==> src/rtl/td_pkg.sv <==
package td_pkg;
  localparam int CSW_W   = 32;
  localparam int LEN_W   = 11;
  localparam int ALLOW_W = 2;
  localparam int PID_W   = 8;

  // control/status word positions (decoded by the schedule sequencer)
  localparam int B_SPD    = 29;
  localparam int B_ALW_HI = 28;
  localparam int B_ALW_LO = 27;
  localparam int B_IOC    = 24;
  localparam int B_ACT    = 23;
  localparam int B_STALL  = 22;
  localparam int B_BUF    = 21;
  localparam int B_BAB    = 20;
  localparam int B_NAK    = 19;
  localparam int B_CRC    = 18;
  localparam int B_BSTF   = 17;

  // token word positions
  localparam int T_LEN_HI = 31;
  localparam int T_LEN_LO = 21;
  localparam int T_PID_HI = 7;
  localparam int T_PID_LO = 0;

  localparam logic [PID_W-1:0] PID_SETUP = 8'h2D;
  localparam logic [PID_W-1:0] PID_IN    = 8'h69;
  localparam logic [PID_W-1:0] PID_OUT   = 8'hE1;
  localparam logic [LEN_W-1:0] LEN_NULL  = '1;

  typedef struct packed {
    logic             is_in;
    logic             nak;
    logic             stall;
    logic             crc;
    logic             bitstuff;
    logic             babble;
    logic             buferr;
    logic [LEN_W-1:0] nbytes;
  } txn_res_t;

  typedef struct packed {
    logic done;
    logic err;
    logic short_pkt;
    logic token_bad;
  } td_evt_t;
endpackage

==> src/rtl/td_rst_sync.sv <==
module td_rst_sync #(
  parameter int STAGES = 2
) (
  input  logic clk,
  input  logic rst_n,
  output logic rst_n_sync
);
  logic [STAGES-1:0] sync_q;

  always_ff @(posedge clk or negedge rst_n) begin
    if (!rst_n) sync_q <= '0;
    else        sync_q <= {sync_q[STAGES-2:0], 1'b1};
  end

  assign rst_n_sync = sync_q[STAGES-1];
endmodule

==> src/rtl/td_token_check.sv <==
module td_token_check
  import td_pkg::*;
#(
  parameter logic [LEN_W-1:0] MAX_LEN_CODE = 11'h4FF
) (
  input  logic [CSW_W-1:0] token,
  output logic             token_ok,
  output logic [LEN_W-1:0] exp_bytes
);
  localparam int N_PID = 3;
  localparam logic [N_PID*PID_W-1:0] PID_LIST = {PID_SETUP, PID_IN, PID_OUT};

  logic [LEN_W-1:0] len_code;
  logic [PID_W-1:0] pid;
  logic [N_PID-1:0] pid_hit;
  logic             len_ok;
  logic             unused_tok_bits;

  assign len_code = token[T_LEN_HI:T_LEN_LO];
  assign pid      = token[T_PID_HI:T_PID_LO];
  assign unused_tok_bits = ^token[T_LEN_LO-1:T_PID_HI+1];

  for (genvar g = 0; g < N_PID; g++) begin : g_pid
    assign pid_hit[g] = (pid == PID_LIST[g*PID_W +: PID_W]);
  end

  assign len_ok    = (len_code <= MAX_LEN_CODE) || (len_code == LEN_NULL);
  assign token_ok  = (|pid_hit) && len_ok;
  // code n-1 -> n bytes; the all-ones code wraps to zero bytes
  assign exp_bytes = len_code + LEN_W'(1);
endmodule

==> src/rtl/td_status_calc.sv <==
module td_status_calc
  import td_pkg::*;
(
  input  logic [CSW_W-1:0] ctrl,
  input  txn_res_t         res,
  input  logic             token_ok,
  input  logic [LEN_W-1:0] exp_bytes,
  output logic [CSW_W-1:0] nxt_ctrl,
  output td_evt_t          evt
);
  logic [ALLOW_W-1:0] allow;
  logic               fault_retire;
  logic               clean_retire;

  assign allow = ctrl[B_ALW_HI:B_ALW_LO];

  always_comb begin
    nxt_ctrl     = ctrl;
    evt          = '0;
    fault_retire = 1'b0;
    clean_retire = 1'b0;
    if (!ctrl[B_ACT]) begin
      nxt_ctrl = ctrl;
    end else if (!token_ok) begin
      evt.token_bad = 1'b1;
    end else if (res.stall) begin
      nxt_ctrl[B_STALL] = 1'b1;
      fault_retire      = 1'b1;
    end else if (res.babble) begin
      nxt_ctrl[B_BAB] = 1'b1;
      fault_retire    = 1'b1;
    end else if (res.buferr) begin
      nxt_ctrl[B_BUF] = 1'b1;
      fault_retire    = 1'b1;
    end else if (res.crc || res.bitstuff) begin
      if (res.crc)      nxt_ctrl[B_CRC]  = 1'b1;
      if (res.bitstuff) nxt_ctrl[B_BSTF] = 1'b1;
      if (allow != '0) begin
        nxt_ctrl[B_ALW_HI:B_ALW_LO] = allow - ALLOW_W'(1);
        if (allow == ALLOW_W'(1)) begin
          nxt_ctrl[B_STALL] = 1'b1;
          fault_retire      = 1'b1;
        end
      end
    end else if (res.nak) begin
      nxt_ctrl[B_NAK] = 1'b1;
    end else begin
      nxt_ctrl[LEN_W-1:0] = res.nbytes - LEN_W'(1);
      clean_retire        = 1'b1;
      evt.short_pkt       = res.is_in && ctrl[B_SPD] && (res.nbytes < exp_bytes);
    end
    if (fault_retire || clean_retire) nxt_ctrl[B_ACT] = 1'b0;
    evt.err  = fault_retire;
    evt.done = (fault_retire || clean_retire) && ctrl[B_IOC];
  end

  always_comb begin
    if (evt.token_bad) begin
      AST_TOKEN_NO_OTHER: assert (!evt.done && !evt.err && !evt.short_pkt);
    end
    if (evt.short_pkt) begin
      AST_SHORT_ON_CLEAN: assert (!evt.err && !nxt_ctrl[B_ACT]);
    end
  end
endmodule

==> src/rtl/td_status_updater.sv <==
module td_status_updater
  import td_pkg::*;
#(
  parameter logic [LEN_W-1:0] MAX_LEN_CODE = 11'h4FF,
  parameter int               RST_STAGES   = 2
) (
  input  logic             clk,
  input  logic             rst_n,
  input  logic             in_valid,
  input  logic [CSW_W-1:0] in_ctrl,
  input  logic [CSW_W-1:0] in_token,
  input  logic [LEN_W-1:0] res_nbytes,
  input  logic             res_is_in,
  input  logic             res_nak,
  input  logic             res_stall,
  input  logic             res_crc,
  input  logic             res_bitstuff,
  input  logic             res_babble,
  input  logic             res_buferr,
  output logic             out_valid,
  output logic [CSW_W-1:0] out_ctrl,
  output logic             ev_done,
  output logic             ev_err,
  output logic             ev_short,
  output logic             ev_token_bad
);
  logic             rst_sync_n;
  txn_res_t         res;
  logic             token_ok;
  logic [LEN_W-1:0] exp_bytes;
  logic [CSW_W-1:0] calc_ctrl;
  td_evt_t          calc_evt;

  logic             valid_d, valid_q;
  logic [CSW_W-1:0] ctrl_d, ctrl_q;
  td_evt_t          evt_d, evt_q;

  td_rst_sync #(.STAGES(RST_STAGES)) i_rst_sync (
    .clk        (clk),
    .rst_n      (rst_n),
    .rst_n_sync (rst_sync_n)
  );

  assign res = '{is_in: res_is_in, nak: res_nak, stall: res_stall, crc: res_crc,
                 bitstuff: res_bitstuff, babble: res_babble, buferr: res_buferr,
                 nbytes: res_nbytes};

  td_token_check #(.MAX_LEN_CODE(MAX_LEN_CODE)) i_token_check (
    .token     (in_token),
    .token_ok  (token_ok),
    .exp_bytes (exp_bytes)
  );

  td_status_calc i_status_calc (
    .ctrl      (in_ctrl),
    .res       (res),
    .token_ok  (token_ok),
    .exp_bytes (exp_bytes),
    .nxt_ctrl  (calc_ctrl),
    .evt       (calc_evt)
  );

  // next state
  always_comb begin
    valid_d = in_valid;
    ctrl_d  = in_valid ? calc_ctrl : ctrl_q;
    evt_d   = in_valid ? calc_evt : '0;
  end

  // registers
  always_ff @(posedge clk or negedge rst_sync_n) begin
    if (!rst_sync_n) begin
      valid_q <= 1'b0;
      ctrl_q  <= '0;
      evt_q   <= '0;
    end else begin
      valid_q <= valid_d;
      ctrl_q  <= ctrl_d;
      evt_q   <= evt_d;
    end
  end

  assign out_valid    = valid_q;
  assign out_ctrl     = ctrl_q;
  assign ev_done      = evt_q.done;
  assign ev_err       = evt_q.err;
  assign ev_short     = evt_q.short_pkt;
  assign ev_token_bad = evt_q.token_bad;

  AST_EVENTS_NEED_VALID: assert property (@(posedge clk) disable iff (!rst_sync_n)
    (ev_done || ev_err || ev_short || ev_token_bad) |-> out_valid);
  AST_INACTIVE_PASS: assert property (@(posedge clk) disable iff (!rst_sync_n)
    (out_valid && !out_ctrl[B_ACT] && !$past(in_ctrl[B_ACT]))
      |-> (out_ctrl == $past(in_ctrl) && !ev_done && !ev_err && !ev_short && !ev_token_bad));
  AST_TOKEN_KEEPS_WORD: assert property (@(posedge clk) disable iff (!rst_sync_n)
    ev_token_bad |-> (out_ctrl == $past(in_ctrl)));
  AST_ACTIVE_NO_RETIRE_EVT: assert property (@(posedge clk) disable iff (!rst_sync_n)
    (out_valid && out_ctrl[B_ACT]) |-> (!ev_done && !ev_err && !ev_short));
  AST_ALLOW_NEVER_UP: assert property (@(posedge clk) disable iff (!rst_sync_n)
    out_valid |-> (out_ctrl[B_ALW_HI:B_ALW_LO] <= $past(in_ctrl[B_ALW_HI:B_ALW_LO])));
  AST_HOLD_IDLE: assert property (@(posedge clk) disable iff (!rst_sync_n)
    (!out_valid && $past(!in_valid)) |-> $stable(out_ctrl));
endmodule

==> config.mk <==
export PLATFORM = sky130hd
export DESIGN_NAME = td_status_updater
export DESIGN_NICKNAME = d
export VERILOG_FILES = /design/src/rtl/td_pkg.sv /design/src/rtl/td_rst_sync.sv /design/src/rtl/td_token_check.sv /design/src/rtl/td_status_calc.sv /design/src/rtl/td_status_updater.sv
export SDC_FILE = /design/constraint.sdc
export NUM_CORES = 1
export LEC_CHECK = 0
export BUFFER_PORTS_ARGS = -buffer_cell sky130_fd_sc_hd__buf_2
export CAP_MARGIN = 20
export CORE_MARGIN = 2
export CORE_UTILIZATION = 40
export CTS_CLUSTER_DIAMETER = 80
export DETAILED_ROUTE_END_ITERATION = 10
export GPL_TIMING_DRIVEN = 0
export MAX_ROUTING_LAYER = met4
export PLACE_DENSITY = 0.8
export SLEW_MARGIN = 20
export SYNTH_ARGS = -nofsm -noshare
export SYNTH_HDL_FRONTEND = slang
export SYNTH_HIERARCHICAL = 1
export SYNTH_SLANG_ARGS = --single-unit
==> constraint.sdc <==
create_clock -name clk -period 2.7 [get_ports clk]
set_clock_uncertainty 0.15 [all_clocks]
set_input_delay 0.81 -clock clk [delete_from_list [all_inputs] [get_ports clk]]
set_output_delay 0.81 -clock clk [all_outputs]
set_load 0.03 [all_outputs]
Yosys cells after proc, flatten, opt, wreduce, memory -nomap -nowiden
Index checks and enable logic that the tools add are counted.

Flip-flop bits (word level): 39. Bits of input ports: 85.

Add/subtract/negate cells: 3. Magnitude comparators: 2. Equality and inequality tests: 5. Mux-type cells: 57. Reduce and logical (&&, ||, !) cells: 9.

Operators by type and width (number): $mux W11 (7); $mux W1 (34); $mux W2 (10); $mux W6 (2); $add A11 B1 Y11 const B (1); $eq A11 B11 Y1 const B (1); $le A11 B11 Y1 const B (1); $lt A11 B11 Y1 (1); $sub A11 B1 Y11 const B (1); $eq A8 B6 Y1 const B (1); $eq A8 B7 Y1 const B (1); $eq A8 B8 Y1 const B (1); $mux W3 (2); $mux W5 (1); $logic_and A1 B1 Y1 (4); $mux W4 (1); $logic_or A1 B1 Y1 (3); $reduce_or A3 Y1 (1); $eq A2 B1 Y1 const B (1); $reduce_bool A2 Y1 (1); $sub A2 B1 Y2 const B (1).

Longest topological paths before layout
Depth after elaboration: 12. Depth in mapped cells: 11. Gate-level depth less buffers: 11.

By module
Netlist, hierarchy kept.

By module, submodules not included: td_status_updater (times used 1, cells each 77, area an instance 1471.4 µm²); td_status_calc (times used 1, cells each 126, area an instance 810.8 µm²); td_token_check (times used 1, cells each 34, area an instance 280.3 µm²); td_rst_sync (times used 1, cells each 3, area an instance 53.8 µm²).

Worst setup path before layout
Ideal clock, no wire load.

Kind: input to register. From: in in_token[21]. To: reg ctrl_q[4], in the netlist out_ctrl[4]. Library setup time: 0.125 ns. Data arrival time: 3.015 ns. Data required time: 2.425 ns. Setup slack: -0.590 ns. Stages on the path: 11. Buffers on the path: 2. Cell sequence: ha_1 and4_1 a31oi_4 nor4b_4 nand2_1 or4b_1 buf_2 buf_2 nand2_1 o21ai_0 mux2_4.

Word-level cells in the longest chain between the ends: 5. Elaborated cells on any way between the ends: 6.

RTL lines: start, declared (line td_status_updater.sv:11) `input logic [CSW_W-1:0] in_token,`; $le A11 B11 Y1 / $eq A11 B11 Y1 (equally long branches) (line td_token_check.sv:27) `assign len_ok = (len_code <= MAX_LEN_CODE) || (len_code == LEN_NULL);`; $logic_or A1 B1 Y1 * (line td_token_check.sv:27); $logic_and A1 B1 Y1 * (line td_token_check.sv:28) `assign token_ok = (|pid_hit) && len_ok;`; net token_ok (line td_status_updater.sv:29) `logic token_ok;`; $mux W11 * (line td_status_calc.sv:24) `end else if (!token_ok) begin`; $mux W11 * (line td_status_calc.sv:22) `if (!ctrl[B_ACT]) begin`; net calc_ctrl[4] (line td_status_updater.sv:31) `logic [CSW_W-1:0] calc_ctrl;`; end signal, assigned (line td_status_updater.sv:78) `ctrl_q <= ctrl_d;`; end, declared (line td_status_updater.sv:35) `logic [CSW_W-1:0] ctrl_d, ctrl_q;`.

Mark *: on every way through the listed nets, which the timed path passes. The rest lies on a longest branch. A chain may end at the register's enable or synchronous reset.

Final worst setup path
From: in in_token[1]. To: reg ctrl_q[7], in the netlist out_ctrl[7].

Word-level cells in the longest chain between the ends: 5. Elaborated cells on any way between the ends: 7.

RTL lines: $eq A8 B8 Y1, or another cell as far along (line td_token_check.sv:24) `assign pid_hit[g] = (pid == PID_LIST[g*PID_W +: PID_W]);`; $reduce_or A3 Y1 * (line td_token_check.sv:28); $logic_and A1 B1 Y1 * (line td_token_check.sv:28); net token_ok (line td_status_updater.sv:29); $mux W11 * (line td_status_calc.sv:24); $mux W11 * (line td_status_calc.sv:22); net calc_ctrl[7] (line td_status_updater.sv:31).

Marked as above.

==> results.toml <==
[critical_path]
critical_path_class = "input pin to register"
arrival_ps = 3060
worstPathRequired_ps = 2730
cp-start-kind = "input pin"
cp_max_fo = 5
r2r_setup_slack_ps = 1570
critPathCaptureType = "register"

[grt]
use_met1_pct = 23.1
grtUsageMet2_pct = 33.4
use_met3_pct = 3.31
grt_usage_pct = 19.3
grt_pass1_vias = 2254
grt_pass1_wl_um = 10700
grt_max_degree = 31
grt_overflow = 0
gr-max-usage-layer = "met2"
antenna_found_initial = 0

[clock_network]
numCtsBuffers = 5
ctsRootBufferMaster = "clkbuf_8"
clock-sinks = 39
cts_tree = "yes"
h-tree-depth = 2
clk_path_buf_depth = 2
path_clk_slew_ps = 80
clk_latency_ps = 280

[synthesis]
synth_top_cell_area_share_pct = 37.3
synth.yosys.seq_area_share_pct = 37.3
dominantRegCellSynth = "dfrtp_1"
synth_top_family_by_area = "multiplexers"
yosysTopAreaCell = "dfrtp_1"
avgSynthCellArea_sq_um = 10.9
syn_inst = 240
synth_area_leaders = "dfrtp_1 (37%), mux2_4 (15%), ha_1 (5.7%)"
synth_nets = 337
synth.distinct_cells = 43
yosys_warnings = 6
synthXorXnorAreaFrac_pct = 6.36
synthAdderAreaFrac_pct = 5.74
synthSimpleGateAreaFrac_pct = 14.5
synth-edff-count = 0
syn_area_sq_mm = 0.00262
synth-compound-area-share_pct = 8.61
async_reset_ff_share_pct = 100
synth_seq_cells = 39
muxShareOfSynthArea_pct = 17.5

[cells_and_area]
instances_no_fill = 432
drive_gt1_share_pct = 55.2
nets = 451
fin_area_sq_mm = 0.00360
mostFrequentLayoutCell = "buf_2"
synthToLayoutAreaGrowth_pct = 37.7
n_antenna_cell = 0
final_cell_mix = "buf_2 (96), dfrtp_1 (38), mux2_4 (30)"

[sta]
max_freq_ghz = 0.329
worstMarginPinSlew_ps = 727
maxSlewHeadroom_pct = 51.1
drv_slew = 0
setup_violations = 14
fin_crit_sh_pct = 113
worst_slack_ps = -338
rsz0062_at_grt = "yes"
tns_ps = -4230
hold_viol_final = 0
period_minus_slack_ps = 3040
holdWs_ps = 70.0

[route]
postRouteAntennaNets = 0
drc_errors = 0
drt_first_pass_iters = 4
wl_per_cell_um = 15.4
vias = 2160
drt-total-wl_um = 6650
drt_iter0_drc = 52
vias_per_cell = 5.00

[place]
placed_area_sq_mm = 0.00325
io_buffers = 98
place_inst = 416
hpwl_um = 5030
gp_congestion = 0.829

[floorplan]
core_area_sq_mm = 0.00635
ios = 122
fp.dieH_um = 84.9
start_util_pct = 41.2
chipWidth_um = 84.9
dieArea_sq_mm = 0.00720
fp-row-count = 29

[run]
drv_cap = 0

[status]
status = "complete, but fails checks"
violations = "negative setup slack"

[power]
powerDensity_mw_per_mm2 = 456
p_leak_nw = 1.85
max-vdd-ir-drop_mv = 0.429

[worst_hold_path]
hold_path_class = "register to async pin"
critical path, stage by stage:
cell and delay [ps]:
buf_6 90, or4bb_4 540, nor4b_4 310, nand2_2 100, or4b_4 530, buf_8 160
buf_8 130, nand2_1 60, o21ai_1 60, mux2_4 260
per-layer routing:
metal  wire (um)  share of wire, %
met5           0                 0
met4         143               2.1
met3         264               4.0
met2        3450                52
met1        2800                42
power breakdown:
part           internal, mW  switching, mW
registers             0.635         0.0287
logic                 0.215          0.259
clock network         0.299          0.205
total                  1.15          0.493
repair_timing:
item	4_1_cts	5_1_grt
gates cloned	1	0
hold buffers	1	0
resized for setup	19	19
setup endpoints to repair	14	22
endpoints found under the hold margin	7	0
pin swaps	8	3
setup buffers	9	0
stage by stage:
stage,utilization (%),setup WS (ps),total power [mW]
floorplan,-,-492,0.971
global placement,50.9,-798,1.11
detailed placement,51.2,-840,1.13
CTS,56.0,-339,1.65
global route,56.7,-386,1.72
finish,56.7,-338,1.64
final cells by class:
| class | instances | area [sq um] |
|---|---|---|
| flip-flops and latches | 39 | 977 |
| repair buffers | 107 | 608 |
| clock inverters | 2 | 35.0 |
| well taps | 77 | 96.3 |
| multi-input cells | 163 | 1520 |
| clock buffers | 6 | 82.6 |
| fillers | 549 | 2750 |
| plain buffers | 22 | 226 |
| inverters | 16 | 60.1 |
registers in the layout, indices dropped and copies added, names as in the netlist:
| signal | flops |
|---|---|
| out_ctrl | 32 |
| i_rst_sync/sync_q | 2 |
| ev_done | 1 |
| ev_err | 1 |
| ev_short | 1 |
| ev_token_bad | 1 |
| out_valid | 1 |
logic make-up (layout without fill, tap and decap cells):
| group | Yosys count | after routing |
|---|---|---|
| other cells | 1 | 1 |
| fa+ha+maj | 12 | 12 |
| compound gates | 33 | 33 |
| xor+xnor | 19 | 19 |
| flops | 39 | 39 |
| simple gates | 66 | 66 |
| buf+inv | 38 | 153 |
| mux | 32 | 32 |
Yosys cell counts, drive strengths merged (7+ instances only):
cell type	count
nand2	17
mux2	32
nand3	7
dfrtp	39
buf	22
nor2	8
ha	12
xor2	10
xnor2	9
o21ai	15
inv	16
path summary, 6_finish.rpt:
check                                           from  cells past startpoint              endpoint
worst max-delay path                     in_token[1]                     10           out_ctrl[7]
worst min-delay path            i_rst_sync/sync_q[1]                      1          out_ctrl[20]
worst max register to register  i_rst_sync/sync_q[1]                      1           out_ctrl[3]
worst min register to register  i_rst_sync/sync_q[1]                      1          out_ctrl[20]
max in group asynchronous       i_rst_sync/sync_q[1]                      1           out_ctrl[3]
min in group clk                i_rst_sync/sync_q[0]                      0  i_rst_sync/sync_q[1]
Note: power is estimated with default switching activity, not from simulation.
